File: src/rtl/arb_pkg.sv
package arb_pkg;
   typedef enum logic [1:0] {
      RESP_OKAY  = 2'b00,
      RESP_ERROR = 2'b01,
      RESP_RETRY = 2'b10,
      RESP_SPLIT = 2'b11
   } resp_e;
endpackage

File: src/rtl/split_mask.sv
module split_mask #(
   parameter int NUM_MST = 3
) (
   input  logic               clk,
   input  logic               rst_n,
   input  logic [NUM_MST-1:0] park_vec,
   input  logic [NUM_MST-1:0] wake_vec,
   output logic [NUM_MST-1:0] mask_q,
   output logic [NUM_MST-1:0] mask_nxt
);
   // A new split overrides a resume arriving in the same cycle.
   assign mask_nxt = (mask_q & ~wake_vec) | park_vec;

   always_ff @(posedge clk or negedge rst_n) begin
      if (!rst_n) mask_q <= '0;
      else        mask_q <= mask_nxt;
   end
endmodule

File: src/rtl/tenure_ctr.sv
module tenure_ctr #(
   parameter int MAX_BEATS = 8
) (
   input  logic clk,
   input  logic rst_n,
   input  logic hready,
   input  logic beat,
   input  logic force_end,
   output logic tenure_end
);
   localparam int CW = (MAX_BEATS > 1) ? $clog2(MAX_BEATS) : 1;

   logic [CW-1:0] cnt_q;
   logic          last_beat;

   assign last_beat  = beat && (cnt_q == CW'(MAX_BEATS - 1));
   assign tenure_end = hready && (force_end || last_beat);

   always_ff @(posedge clk or negedge rst_n) begin
      if (!rst_n)          cnt_q <= '0;
      else if (tenure_end) cnt_q <= '0;
      else if (beat)       cnt_q <= cnt_q + CW'(1);
   end
endmodule

File: src/rtl/rr_pick.sv
module rr_pick #(
   parameter int NUM_MST = 3
) (
   input  logic [NUM_MST-1:0]         elig,
   input  logic [$clog2(NUM_MST)-1:0] last_idx,
   output logic                       found,
   output logic [$clog2(NUM_MST)-1:0] win_idx
);
   localparam int  IDW  = $clog2(NUM_MST);
   localparam bit  POW2 = (NUM_MST == (1 << IDW));

   logic [IDW-1:0] cand [NUM_MST];

   generate
      if (POW2) begin : g_wrap_trunc
         for (genvar k = 0; k < NUM_MST; k++) begin : g_off
            assign cand[k] = last_idx + IDW'(k + 1);
         end
      end else begin : g_wrap_sub
         for (genvar k = 0; k < NUM_MST; k++) begin : g_off
            logic [IDW:0] sum;
            assign sum     = {1'b0, last_idx} + (IDW+1)'(k + 1);
            assign cand[k] = (sum >= (IDW+1)'(NUM_MST)) ?
                             IDW'(sum - (IDW+1)'(NUM_MST)) : sum[IDW-1:0];
         end
      end
   endgenerate

   // Nearest offset wins: scan far to near, later hits overwrite.
   always_comb begin
      found   = 1'b0;
      win_idx = last_idx;
      for (int k = NUM_MST - 1; k >= 0; k--) begin
         if (elig[cand[k]]) begin
            found   = 1'b1;
            win_idx = cand[k];
         end
      end
   end
endmodule

File: src/rtl/ahb_rr_split_arbiter.sv
module ahb_rr_split_arbiter #(
   parameter int NUM_MST   = 3,
   parameter int MAX_BEATS = 8
) (
   input  logic                       clk,
   input  logic                       rst_n,
   input  logic [NUM_MST-1:0]         req,
   input  logic                       hready,
   input  logic [1:0]                 hresp,
   input  logic [NUM_MST-1:0]         hsplit,
   output logic [NUM_MST-1:0]         grant,
   output logic [$clog2(NUM_MST)-1:0] hmaster
);
   import arb_pkg::*;

   localparam int IDW = $clog2(NUM_MST);

   generate
      if (NUM_MST < 2) begin : g_bad_nmst
         $error("NUM_MST must be at least 2");
      end
      if (MAX_BEATS < 1) begin : g_bad_beats
         $error("MAX_BEATS must be at least 1");
      end
   endgenerate

   logic [IDW-1:0]     owner_q;
   logic [NUM_MST-1:0] owner_oh;
   logic [NUM_MST-1:0] mask_q, mask_nxt, park_vec;
   logic [NUM_MST-1:0] elig;
   logic [IDW-1:0]     win_idx;
   logic               found, split_now, own_req, own_masked;
   logic               beat, force_end, tenure_end;

   assign owner_oh   = {{(NUM_MST-1){1'b0}}, 1'b1} << owner_q;
   assign split_now  = hready && (hresp == RESP_SPLIT);
   assign park_vec   = split_now ? owner_oh : '0;
   assign own_req    = req[owner_q];
   assign own_masked = mask_q[owner_q];
   assign beat       = hready && own_req && !own_masked;
   assign force_end  = !own_req || split_now || own_masked;
   assign elig       = req & ~mask_nxt;

   split_mask #(.NUM_MST(NUM_MST)) u_mask (
      .clk      (clk),
      .rst_n    (rst_n),
      .park_vec (park_vec),
      .wake_vec (hsplit),
      .mask_q   (mask_q),
      .mask_nxt (mask_nxt)
   );

   tenure_ctr #(.MAX_BEATS(MAX_BEATS)) u_tenure (
      .clk        (clk),
      .rst_n      (rst_n),
      .hready     (hready),
      .beat       (beat),
      .force_end  (force_end),
      .tenure_end (tenure_end)
   );

   rr_pick #(.NUM_MST(NUM_MST)) u_pick (
      .elig     (elig),
      .last_idx (owner_q),
      .found    (found),
      .win_idx  (win_idx)
   );

   always_ff @(posedge clk or negedge rst_n) begin
      if (!rst_n)                  owner_q <= '0;
      else if (tenure_end && found) owner_q <= win_idx;
   end

   assign grant   = owner_oh;
   assign hmaster = owner_q;
endmodule

File: config.mk
export PLATFORM = sky130hd
export DESIGN_NAME = ahb_rr_split_arbiter
export DESIGN_NICKNAME = d
export VERILOG_FILES = /design/src/rtl/arb_pkg.sv /design/src/rtl/split_mask.sv /design/src/rtl/tenure_ctr.sv /design/src/rtl/rr_pick.sv /design/src/rtl/ahb_rr_split_arbiter.sv
export SDC_FILE = /design/constraint.sdc
export NUM_CORES = 1
export LEC_CHECK = 0
export BUFFER_PORTS_ARGS = -buffer_cell sky130_fd_sc_hd__clkbuf_2
export CORE_MARGIN = 4
export CORE_UTILIZATION = 30
export CTS_CLUSTER_SIZE = 24
export DETAILED_ROUTE_END_ITERATION = 6
export GPL_TIMING_DRIVEN = 0
export PLACE_DENSITY = 0.47
export SLEW_MARGIN = 20
export SYNTH_ARGS = -nofsm -noshare
export SYNTH_HDL_FRONTEND = slang
export SYNTH_SLANG_ARGS = --single-unit
File: constraint.sdc
create_clock -name clk -period 3.4 [get_ports clk]
set_clock_uncertainty 0.05 [all_clocks]
set_input_delay 0 -clock clk [delete_from_list [all_inputs] [get_ports clk]]
set_output_delay 0 -clock clk [all_outputs]
set_load 0.02 [all_outputs]
## After elaboration in Yosys (flattened, before gate mapping)

Index checks and enable logic that the tools add are counted.

| cells by class | value |
|---|---|
| add/subtract/negate cells | 7 |
| magnitude comparators | 7 |
| equal/unequal tests | 2 |
| shift-type cells | 1 |
| muxes and demuxes | 22 |
| bitwise logic cells | 5 |
| reduce and logical (&&, ||, !) cells | 14 |

Operators by type and width:

| kind | count |
|---|---|
| 2-bit by 3-bit < comparator with 1-bit output, second input constant | 4 |
| 2-bit two-way mux | 6 |
| 1-bit binary-select mux with 2-bit select | 5 |
| 3-bit by 2-bit greater-or-equal comparator with 1-bit output, second input constant | 3 |
| 3-bit two-way mux | 3 |
| 1-bit two-way mux | 8 |
| 2-bit by 2-bit adder with 3-bit output, second input constant | 2 |
| 3-bit bitwise AND | 2 |
| 1-bit logical AND | 6 |
| 3-bit NOT | 2 |
| 2-bit subtractor, second input constant | 3 |
| 2-bit by 1-bit adder with 3-bit output, second input constant | 1 |
| 3-bit by 1-bit adder with 3-bit output, second input constant | 1 |
| 3-bit == test, second input constant | 1 |
| 1-bit logical OR | 3 |
| 3-bit OR | 1 |
| 3-bit nonzero test | 1 |
| 1-bit by 2-bit << shifter with 3-bit output, first input constant | 1 |
| 2-bit == test, second input constant | 1 |
| 1-bit logical NOT | 2 |
| 2-bit AND reduction | 1 |
| 2-bit nonzero test | 1 |

| storage, ports and cells | value |
|---|---|
| register bits | 8 |
| input port bits | 11 |
| word-level logic and storage cells | 61 |

## Depth between registers and ports, before layout

Gate-level depths: netlist of the first run.

| logic depth | value |
|---|---|
| word-level depth | 13 |
| gate-level depth with buffers | 9 |
| depth with buffers taken out | 7 |

## Hierarchy

From an unflattened synthesis of the first run, not the netlist that was laid out.

| unflattened totals | value |
|---|---|
| cell total of the unflattened synthesis | 81 |
| area total of the unflattened synthesis | 750.7 µm² |

Modules (own cells, without submodules):

| module | instances | cells an instance | area each (µm²) | seq. area each (µm²) |
|---|---|---|---|---|
| rr_pick | 1 | 36 | 275.3 | 0.0 |
| ahb_rr_split_arbiter | 1 | 20 | 190.2 | 50.0 |
| tenure_ctr | 1 | 16 | 176.4 | 75.1 |
| split_mask | 1 | 9 | 108.9 | 75.1 |

## Least setup slack after synthesis of the first run

Ideal clock, no wire load.

| path | value |
|---|---|
| path kind | register -> register |
| from | reg owner_q[0] (netlist: hmaster[0]) |
| to | reg owner_q[1] (netlist: hmaster[1]) |
| setup time | 0.128 ns |
| data arrival time | 2.322 ns |
| data required time | 3.222 ns |
| setup slack | 0.900 ns |
| stages on the path, launching flop included | 9 |
| cell sequence | dfrtp_1 clkbuf_1 inv_1 ha_1 buf_4 or3b_2 a21oi_1 o41ai_1 mux2_1 |

| on the way | value |
|---|---|
| longest elaborated chain between the ends | 12 |

RTL lines:

| element | line | source |
|---|---|---|
| start, declared | ahb_rr_split_arbiter.sv:27 | `logic [IDW-1:0] owner_q;` |
| start signal, assigned | ahb_rr_split_arbiter.sv:71 | `else if (tenure_end && found) owner_q <= win_idx;` |
| parallel branches: the longest is 12 deep, another holds 2-bit by 2-bit adder with 3-bit output | - |  |

Parallel ways; which one is timed is not known. The select of a mux whose other input is x is not followed.
A chain may end at the register's enable or synchronous reset.

## Worst setup path after layout of the first run

Same ends and word-level chain as after synthesis.

==> run_results.csv, run 1 <==
group,metric,value,unit
placed_design,postPlaceCellArea,779,um2
die,die_area,3060,um2
logic_synthesis,ys.warnings.count,0,
placed_design,port_buffers,15,
flow_run,maxCapViolations,0,
worst_setup_path,critPathArrivalTime,2.70,ns
logic_synthesis,syn_nets,87,
detailed_routing,highest_layer,"met4",
clocking,tritoncts,"built",
detailed_routing,met2_length,703,um
worst_setup_path,criticalPathCategory,"reg -> reg",
detailed_routing,via_per_inst,5.04,
worst_setup_path,worstPathRequired,3.50,ns
global_routing,grt-ovfl-total,0,
final_layout,antenna_cells,0,
clocking,cts_sinks,8,
global_routing,grt_usage,11.5,%
logic_synthesis,synth.avg_cell_area,9.45,um2
detailed_routing,via_count,590,
final_layout,final_cell_area,812,um2
clocking,clock_latency,0.26,ns
logic_synthesis,synth-seq-cells,8,
timing,worstMarginPinSlew,0.679,ns
global_routing,grt_pass1_vias,627,
die,rows,16,
detailed_routing,drc,0,
detailed_routing,first_pass_iters,4,
die,die_w,55.3,um
detailed_routing,drt-initial-drc-count,8,
detailed_routing,met1_length,801,um
logic_synthesis,synth_edf_count,0,
timing,setup_tns,0,ns
clocking,numCtsBuffers,3,
final_layout,layout_commonest_cell,"clkbuf_2",
logic_synthesis,async_flop_share,100,%
timing,fin_crit,2.60,ns
timing,max-slew-margin-rel,54.3,%
clocking,clk_pin_slew,0.06,ns
detailed_routing,totalWireLength,1.58,mm
worst_setup_path,cp_max_fo,10,
die,pin_count,16,
power_and_ir_drop,power.density,906,nW/um2
clocking,cts_buffer_depth,2,
run_status,status,"finished, final reports clean",
clocking,root_buffer,"clkbuf_4",
global_routing,antenna_found_initial,0,
die,core_area,2040,um2
logic_synthesis,yosys-top-cells-area,"dfrtp_1 30%, ha_1 9.3%, a31oi_4 3.2%",
logic_synthesis,synth_ff_type,"dfrtp_1",
power_and_ir_drop,p_leak,0.000402,uW
worst_setup_path,worstSetupEndpointType,"flop",
min_path,hp-class,"in -> reg",
die,die_h,55.3,um
timing,finalSetupViolCount,0,
timing,slew_violations,0,
global_routing,grt_pass1_wl,2.83,mm
logic_synthesis,yosys.area.top_type,"dfrtp_1",
timing,hold_violations,0,
placed_design,dp.final_hpwl,1.29,mm
power_and_ir_drop,peakVddDrop,474,uV
clocking,cts-resized-gates,0,
detailed_routing,met3_length,67,um
clocking,htreeDepth,1,
detailed_routing,ant_nets,0,
final_layout,fillers,220,
placed_design,place_congestion,0.714,
worst_setup_path,start_kind,"flop",
global_routing,grt_max_degree,11,
final_layout,nets,108,
timing,fmax,384,MHz
logic_synthesis,syn_area,671,um2
timing,post-route-period-util,76.6,%
logic_synthesis,synth_cells,71,
timing,rsz0062_at_grt,"false",
detailed_routing,wire_per_inst,13.5,um
logic_synthesis,netlist.area_leader.share,29.9,%
final_layout,layout_common_cells,"15 x clkbuf_2, 8 x dfrtp_1, 5 x inv_1, 5 x nor2_1, 5 x ha_1",
logic_synthesis,synth.distinct_cells,34,
final_layout,syn_to_final_growth,21.1,%
final_layout,layout-drive-gt1-share,33.3,%
die,start_util,32.8,%
clocking,post-cts-setup-buffer-count,0,
clocking,cts-hold-fix-buffers,1,
logic_synthesis,synth-seq-area-share,29.9,%
-- sequential cells by signal (all words and copies together), names as in the netlist --
name            cells
hmaster             2
u_tenure.cnt_q      3
u_mask.mask_q       3
-- layer usage --
layer / GRT usage [%] / vias to the layer above
met1: 14.8 / 271
met5: 0 / -
met4: 3.13 / 0
met3: 4.90 / 2
li1: - / 306
met2: 17.7 / 11
-- cell usage after synthesis (2+ instances only) --
cell	n
a21oi_1	4
a22oi_1	2
a31oi_1	2
dfrtp_1	8
ha_1	5
inv_1	5
mux2i_1	2
nand2_1	4
nand2b_1	3
nand3_1	2
nand4_1	3
nand4b_1	2
nor2_1	5
nor3b_1	2
o31ai_1	2
or2_2	2
-- cell families after synthesis --
| logic type | share of synthesized area, % |
|---|---|
| XOR/XNOR | 1.31 |
| flip-flops | 29.9 |
| multiplexers | 6.34 |
| buffers and inverters | 4.48 |
| adder cells (fa/ha/maj) | 9.33 |
| AO/OA/AOI/OAI | 20.5 |
| AND/OR/NAND/NOR | 28.2 |
-- through the flow --
stage / hold WS, ns / setup WS (ns) / power (uW) / instances / util [%]
floorplan: -0.346 / 0.900 / 540 / 71 / -
global placement: -0.187 / 0.807 / 661 / 113 / 38.2
detailed placement: -0.186 / 0.819 / 657 / 113 / 38.2
CTS: 0.00357 / 0.801 / 739 / 117 / 39.8
global route: 0.0255 / 0.654 / 807 / 117 / 39.8
finish: 0.00709 / 0.796 / 735 / 117 / 39.8
-- where the power goes --
| part | internal, uW | switching, uW |
|---|---|---|
| Clock | 40.6 | 35.5 |
| Combinational | 214 | 295 |
| Sequential | 125 | 25.0 |
| Total | 380 | 356 |
-- critical path: stages, from the launching register on --
cell and delay [ns]:
dfrtp_1 0.36, clkbuf_1 0.31, inv_1 0.15, ha_1 0.31, buf_4 0.17, or3b_2 0.48
a21oi_1 0.22, o41ai_1 0.11, mux2_1 0.32
-- cell type report --
class / instances / area, um2 / area share [%]
flip-flops and latches: 8 / 200 / 24.7
multi-input cells: 56 / 440 / 54.2
clock buffers: 3 / 22.5 / 2.77
plain buffers: 2 / 11.3 / 1.39
well taps: 27 / 33.8 / 4.16
repair buffers: 16 / 85.1 / 10.5
inverters: 5 / 18.8 / 2.31
-- final timing paths --
| path | from | end | slack (ns) | cells after the start |
|---|---|---|---|---|
| max | hmaster[0]$_DFFE_PN0P_ | hmaster[1]$_DFFE_PN0P_ | 0.80 | 8 |
| max reg2reg | hmaster[0]$_DFFE_PN0P_ | hmaster[1]$_DFFE_PN0P_ | 0.80 | 8 |
| max in group asynchronous | rst_n | u_tenure.cnt_q[1]$_DFFE_PN0P_ | 3.03 | 2 |
| min in group asynchronous | rst_n | u_mask.mask_q[1]$_DFF_PN0_ | 0.07 | 2 |
| min reg2reg | u_tenure.cnt_q[2]$_DFFE_PN0P_ | u_tenure.cnt_q[2]$_DFFE_PN0P_ | 0.50 | 2 |
| min | hsplit[0] | u_mask.mask_q[0]$_DFF_PN0_ | 0.007 | 3 |
Note: power is estimated with default switching activity, not from simulation.
==> run 2, diff against run 1 <==
ABC_AREA = 1   (was default)
clock period = 2.7 ns   (was 3.4 ns; I/O delays follow)
==> run_results.csv, run 2 <==
group,metric,value,unit
run_status,status,"finished, final reports clean",
final_layout,syn_to_final_growth,20.7,%
placed_design,dp.final_hpwl,1.35,mm
power_and_ir_drop,clock_power_share,10.7,%
min_path,worstHoldStart,"hsplit[1]",
worst_setup_path,r2r_start,"hmaster[0]$_DFFE_PN0P_",
die,core_area,2190,um2
clocking,cts_sinks,8,
timing,setup_tns,0,ns
logic_synthesis,synth.avg_cell_area,7.18,um2
worst_setup_path,worstSetupEndpointType,"flop",
final_layout,nets,133,
worst_setup_path,criticalPathCategory,"reg -> reg",
clocking,htreeDepth,1,
worst_setup_path,crit_end,"hmaster[0]$_DFFE_PN0P_",
timing,fin_crit,1.96,ns
logic_synthesis,async_flop_share,100,%
logic_synthesis,yosysMostFrequentCell,"nand2_1",
clocking,cts-resized-gates,0,
worst_setup_path,critPathArrivalTime,2.04,ns
logic_synthesis,netlist.area_leader.share,29.0,%
power_and_ir_drop,power.density,1000,nW/um2
die,rows,17,
timing,rsz0062_at_grt,"false",
global_routing,grt-ovfl-total,0,
logic_synthesis,synth_edf_count,0,
die,start_util,31.5,%
clocking,clock_latency,0.25,ns
flow_run,maxCapViolations,0,
worst_setup_path,crit_start,"hmaster[0]$_DFFE_PN0P_",
die,pin_count,16,
timing,max-slew-margin-rel,83.2,%
logic_synthesis,yosys.area.top_type,"dfrtp_1",
worst_setup_path,timing.rr.end,"hmaster[0]$_DFFE_PN0P_",
timing,setup_slack,0.739,ns
global_routing,antenna_found_initial,0,
logic_synthesis,ys.warnings.count,0,
clocking,post-cts-setup-buffer-count,0,
power_and_ir_drop,seqPwrFrac,21.8,%
detailed_routing,drt-initial-drc-count,20,
worst_setup_path,path_cells,"buf_4, inv_2, ha_1, nand2_1, clkinv_1, nand4_1, nand2_1, nor2_2, nand3_2, nor2_1, nor2_1, nand2_1, nand2_1",
clocking,cts_buffer_depth,2,
worst_setup_path,start_kind,"flop",
worst_setup_path,worst-path-buf-inv,3,
logic_synthesis,yosys-top-cells-area,"dfrtp_1 29%, nand2_1 15%, ha_1 9.1%",
worst_setup_path,rr_worst_depth,13,
die,die_w,55.9,um
detailed_routing,drc,0,
detailed_routing,wire_per_inst,11.3,um
worst_setup_path,cp_num_cells,13,
power_and_ir_drop,peakVddDrop,358,uV
timing,hold_violations,0,
timing,slew_violations,0,
logic_synthesis,synth_cells,96,
timing,finalSetupViolCount,0,
final_layout,layout-drive-gt1-share,28.7,%
logic_synthesis,synth_ff_type,"dfrtp_1",
power_and_ir_drop,swShare,50.5,%
timing,worstMarginPinSlew,0.251,ns
worst_setup_path,max_stage_delay,0.40,ns
timing,timing.hold.ws,0.0371,ns
worst_setup_path,r2r_slack,0.74,ns
clocking,root_buffer,"clkbuf_4",
detailed_routing,totalWireLength,1.61,mm
placed_design,postPlaceCellArea,800,um2
logic_synthesis,syn_area,689,um2
global_routing,grt_max_degree,11,
timing,post-route-period-util,72.6,%
placed_design,place_congestion,0.752,
clocking,clk_pin_slew,0.05,ns
power_and_ir_drop,p_leak,0.000488,uW
detailed_routing,via_count,686,
die,die_area,3130,um2
worst_setup_path,slowest_stage,"ha_1",
worst_setup_path,cpLargestDelayFamily,"simple AND/OR/NAND/NOR gates",
power_and_ir_drop,p_int,414,uW
detailed_routing,via_per_inst,4.80,
clocking,tritoncts,"built",
global_routing,grt_pass1_vias,691,
worst_setup_path,worstPathRequired,2.78,ns
logic_synthesis,yosys-top-cells-count,"27 x nand2_1, 13 x inv_1, 8 x dfrtp_1, 8 x nand4_1, 7 x nor2_1",
final_layout,post-route-util,38.0,%
timing,fmax,510,MHz
final_layout,layout_common_cells,"27 x nand2_1, 15 x clkbuf_2, 13 x inv_1",
logic_synthesis,syn_nets,112,
clocking,numCtsBuffers,3,
placed_design,pre_cts_slack,0.741,ns
logic_synthesis,synth-seq-area-share,29.0,%
die,die_h,55.9,um
power_and_ir_drop,combPwrFrac,67.6,%
worst_setup_path,timing.critical_path.mode_cell,"nand2_1",
detailed_routing,first_pass_iters,4,
logic_synthesis,synth-seq-cells,8,
power_and_ir_drop,p_switching,422,uW
final_layout,antenna_cells,0,
worst_setup_path,cp_max_fo,8,
final_layout,final_cell_area,832,um2
detailed_routing,ant_nets,0,
global_routing,grt_usage,11.7,%
min_path,hp-class,"in -> reg",
final_layout,layout_commonest_cell,"nand2_1",
logic_synthesis,synth.distinct_cells,22,
global_routing,grt_pass1_wl,2.90,mm
clocking,cts-hold-fix-buffers,1,
placed_design,port_buffers,15,
==> run 2: changes by cell type in the layout (fill, tap and decap cells not counted), moves of 3 or more <==
cell	previous run	this run
nand2_1	4	27
inv_1	5	13
nand4_1	3	8
a21oi_1	4	1
nand2_2	0	3
nand2b_1	3	0
nand3_1	2	5
nand4_2	1	4
o21ai_1	0	3
==> run 2: worst min-delay path by stage <==
| stage | slack [ns] | depth (start not counted) | end |
|---|---|---|---|
| finish | 0.04 | 4 | u_mask.mask_q[1]$_DFF_PN0_ |
| global route | 0.06 | 3 | u_tenure.cnt_q[0]$_DFFE_PN0P_ |
| CTS | 0.02 | 4 | u_mask.mask_q[1]$_DFF_PN0_ |
| detailed placement | -0.18 | 1 | hmaster[0]$_DFFE_PN0P_ |
| global placement | -0.19 | 1 | hmaster[1]$_DFFE_PN0P_ |
| floorplan | -0.35 | 0 | hmaster[0]$_DFFE_PN0P_ |
==> run 2: power groups by stage <==
| stage | clock network [uW] | registers (uW) | logic [uW] |
|---|---|---|---|
| finish | 89.3 | 182 | 564 |
| global route | 100 | 188 | 653 |
| CTS | 95.3 | 183 | 574 |
| detailed placement | 0 | 185 | 570 |
| global placement | 0 | 183 | 568 |
| floorplan | 0 | 196 | 427 |
==> run 2: kinds of logic after synthesis <==
| family | count (synthesis) | share of synthesized area (%) |
|---|---|---|
| adders and majority gates | 5 | 9.07 |
| buffers and inverters | 18 | 11.4 |
| and+or+nand+nor | 58 | 44.1 |
| DFF | 8 | 29.0 |
| AOI/OAI and AO/OA | 7 | 6.35 |
==> run 2: worst reg2reg max path: cells and delay by family (launching register included) <==
kind	cells	cell delay (ns)
simple gates	9	0.73
fa+ha+maj	1	0.40
flops	1	0.36
buf+inv	3	0.30
==> run 2: area by class of cell <==
cell class,count,area [um2]
clock buffers,3,22.5
flip-flops and latches,8,200
inverters,16,60.1
fillers,258,1360
plain buffers,2,18.8
multi-input cells,70,410
well taps,28,35.0
repair buffers,16,85.1
==> run 2: per-stage QoR <==
| step | cells | total power, uW |
|---|---|---|
| finish | 143 | 835 |
| global route | 143 | 941 |
| CTS | 143 | 852 |
| detailed placement | 139 | 755 |
| global placement | 139 | 752 |
| floorplan | 96 | 622 |
==> run 2: routing by layer <==
metal  share of wire [%]  vias up  GRT usage [%]  wire (um)
met5                   0        -              0          0
met4                0.81        0           6.10         13
met3                 3.5        2           1.86         57
met2                  49       10           19.8        795
met1                  46      316           14.2        742
li1                    -      358              -          -
==> run 3, diff against run 2 <==
PLACE_DENSITY = 0.48   (was 0.47)
clock period = 1.65 ns   (was 2.7 ns; I/O delays follow)
==> run_results.csv, run 3 (synthesis results as in run 2) <==
group,metric,value,unit
timing,setup_slack,-0.0451,ns
timing,max-slew-margin-rel,86.0,%
detailed_routing,via_per_inst,4.59,
power_and_ir_drop,peakVddDrop,690,uV
detailed_routing,wire_per_inst,10.9,um
detailed_routing,drc,0,
power_and_ir_drop,power.density,1740,nW/um2
die,rows,17,
worst_setup_path,max_stage_delay,0.40,ns
final_layout,antenna_cells,0,
global_routing,grt_usage,11.7,%
clocking,root_buffer,"clkbuf_4",
global_routing,grt-ovfl-total,0,
placed_design,pre_cts_slack,-0.134,ns
clocking,tritoncts,"built",
worst_setup_path,timing.critical_path.mode_cell,"nor2_1",
min_path,worstHoldStart,"hsplit[1]",
flow_run,maxCapViolations,0,
worst_setup_path,crit_start,"hmaster[0]$_DFFE_PN0P_",
die,die_h,55.9,um
worst_setup_path,slowest_stage,"dfrtp_2",
global_routing,antenna_found_initial,0,
worst_setup_path,start_kind,"flop",
final_layout,syn_to_final_growth,36.3,%
detailed_routing,via_count,688,
detailed_routing,ant_nets,0,
timing,rsz0062_at_grt,"true",
worst_setup_path,worst-path-buf-inv,3,
clocking,numCtsBuffers,3,
worst_setup_path,path_cells,"buf_6, inv_6, ha_4, buf_6, nand4_1, nor2_1, nor2_2, nand3_2, nor2_1, nor2_1, nand2_1, nand2_1",
clocking,clock_latency,0.25,ns
detailed_routing,totalWireLength,1.63,mm
placed_design,dp.final_hpwl,1.34,mm
clocking,cts_buffer_depth,2,
run_status,status,"finished with violations",
power_and_ir_drop,total_power,1630,uW
timing,slew_violations,0,
timing,post-route-period-util,103,%
timing,worstMarginPinSlew,0.209,ns
timing,fmax,590,MHz
final_layout,nets,139,
clocking,htreeDepth,1,
timing,fin_crit,1.70,ns
die,pin_count,16,
worst_setup_path,cpLargestDelayFamily,"simple AND/OR/NAND/NOR gates",
die,die_area,3130,um2
worst_setup_path,cp_max_fo,6,
global_routing,grt_max_degree,11,
worst_setup_path,criticalPathCategory,"reg -> reg",
run_status,failed_checks,"setup timing",
min_path,hp-class,"in -> reg",
final_layout,layout_common_cells,"26 x nand2_1, 15 x clkbuf_2, 11 x inv_1",
placed_design,port_buffers,15,
timing,finalSetupViolCount,2,
die,die_w,55.9,um
timing,hold_violations,0,
final_layout,layout_commonest_cell,"nand2_1",
clocking,clk_pin_slew,0.06,ns
detailed_routing,drt-initial-drc-count,9,
die,start_util,31.5,%
clocking,cts_sinks,8,
detailed_routing,first_pass_iters,4,
worst_setup_path,worstSetupEndpointType,"flop",
power_and_ir_drop,p_leak,0.000525,uW
die,core_area,2190,um2
global_routing,grt_pass1_vias,673,
placed_design,place_congestion,0.738,
worst_setup_path,r2r_start,"hmaster[0]$_DFFE_PN0P_",
final_layout,layout-drive-gt1-share,39.3,%
global_routing,grt_pass1_wl,2.91,mm
worst_setup_path,critPathArrivalTime,1.78,ns
timing,setup_tns,-0.0846,ns
final_layout,fillers,232,
worst_setup_path,worstPathRequired,1.74,ns
-- run 3: path summary, 6_finish.rpt --
kind | endpoint | slack, ns | cells after the start
setup / recovery | hmaster[0]$_DFFE_PN0P_ | -0.05 | 12
hold / removal | u_mask.mask_q[1]$_DFF_PN0_ | 0.03 | 4
setup reg to reg | hmaster[0]$_DFFE_PN0P_ | -0.05 | 12
hold reg to reg | u_tenure.cnt_q[2]$_DFFE_PN0P_ | 0.47 | 2
max in group asynchronous | hmaster[0]$_DFFE_PN0P_ | 1.29 | 2
min in group asynchronous | u_tenure.cnt_q[1]$_DFFE_PN0P_ | 0.07 | 2
-- run 3: final cells by class --
cell class / count / area [um2] / share of cell area [%]
inverter: 16 / 68.8 / 7.32
buffer: 2 / 22.5 / 2.40
sequential: 8 / 203 / 21.6
tap: 28 / 35.0 / 3.73
timing repair buffer: 22 / 134 / 14.2
clock buffer: 4 / 26.3 / 2.80
multi-input combinational: 70 / 450 / 47.9
-- run 3: timing repair --
item | in CTS | in global routing
setup endpoints to repair | 2 | 2
pin swaps | 8 | 7
buffers inserted | 6 | 0
hold buffers | 1 | 0
endpoints found under the hold margin | 8 | 0
resized for setup | 1 | 1
-- run 3: power by group --
group / switching [uW] / internal [uW] / total [uW]
registers: 47.3 / 263 / 310
logic: 657 / 507 / 1160
clock network: 66.3 / 92.5 / 159
-- run 3: through the flow --
stage / hold slack, ns / area (um2) / cells / utilization (%)
6_report: 0.0264 / 940 / 150 / 42.9
4_1_cts: 0.0221 / 936 / 150 / 42.7
3_3_place_gp: -0.191 / 852 / 139 / 38.9
5_1_grt: 0.0664 / 940 / 150 / 42.9
2_1_floorplan: -0.346 / 742 / 96 / -
3_5_place_dp: -0.184 / 852 / 139 / 38.9
-- run 3: worst register-to-register path: stages (launching register included) --
cell and delay (ns):
dfrtp_2 0.40, buf_6 0.12, inv_6 0.06, ha_4 0.22, buf_6 0.12, nand4_1 0.07, nor2_1 0.05, nor2_2 0.11
nand3_2 0.08, nor2_1 0.11, nor2_1 0.06, nand2_1 0.06, nand2_1 0.05
-- run 3: metal layers --
layer	vias up	global-route usage, %	wire [um]
met5	-	0	0
met4	0	6.78	13
met3	2	2.32	62
met2	10	17.7	775
met1	312	15.2	783
li1	364	-	-
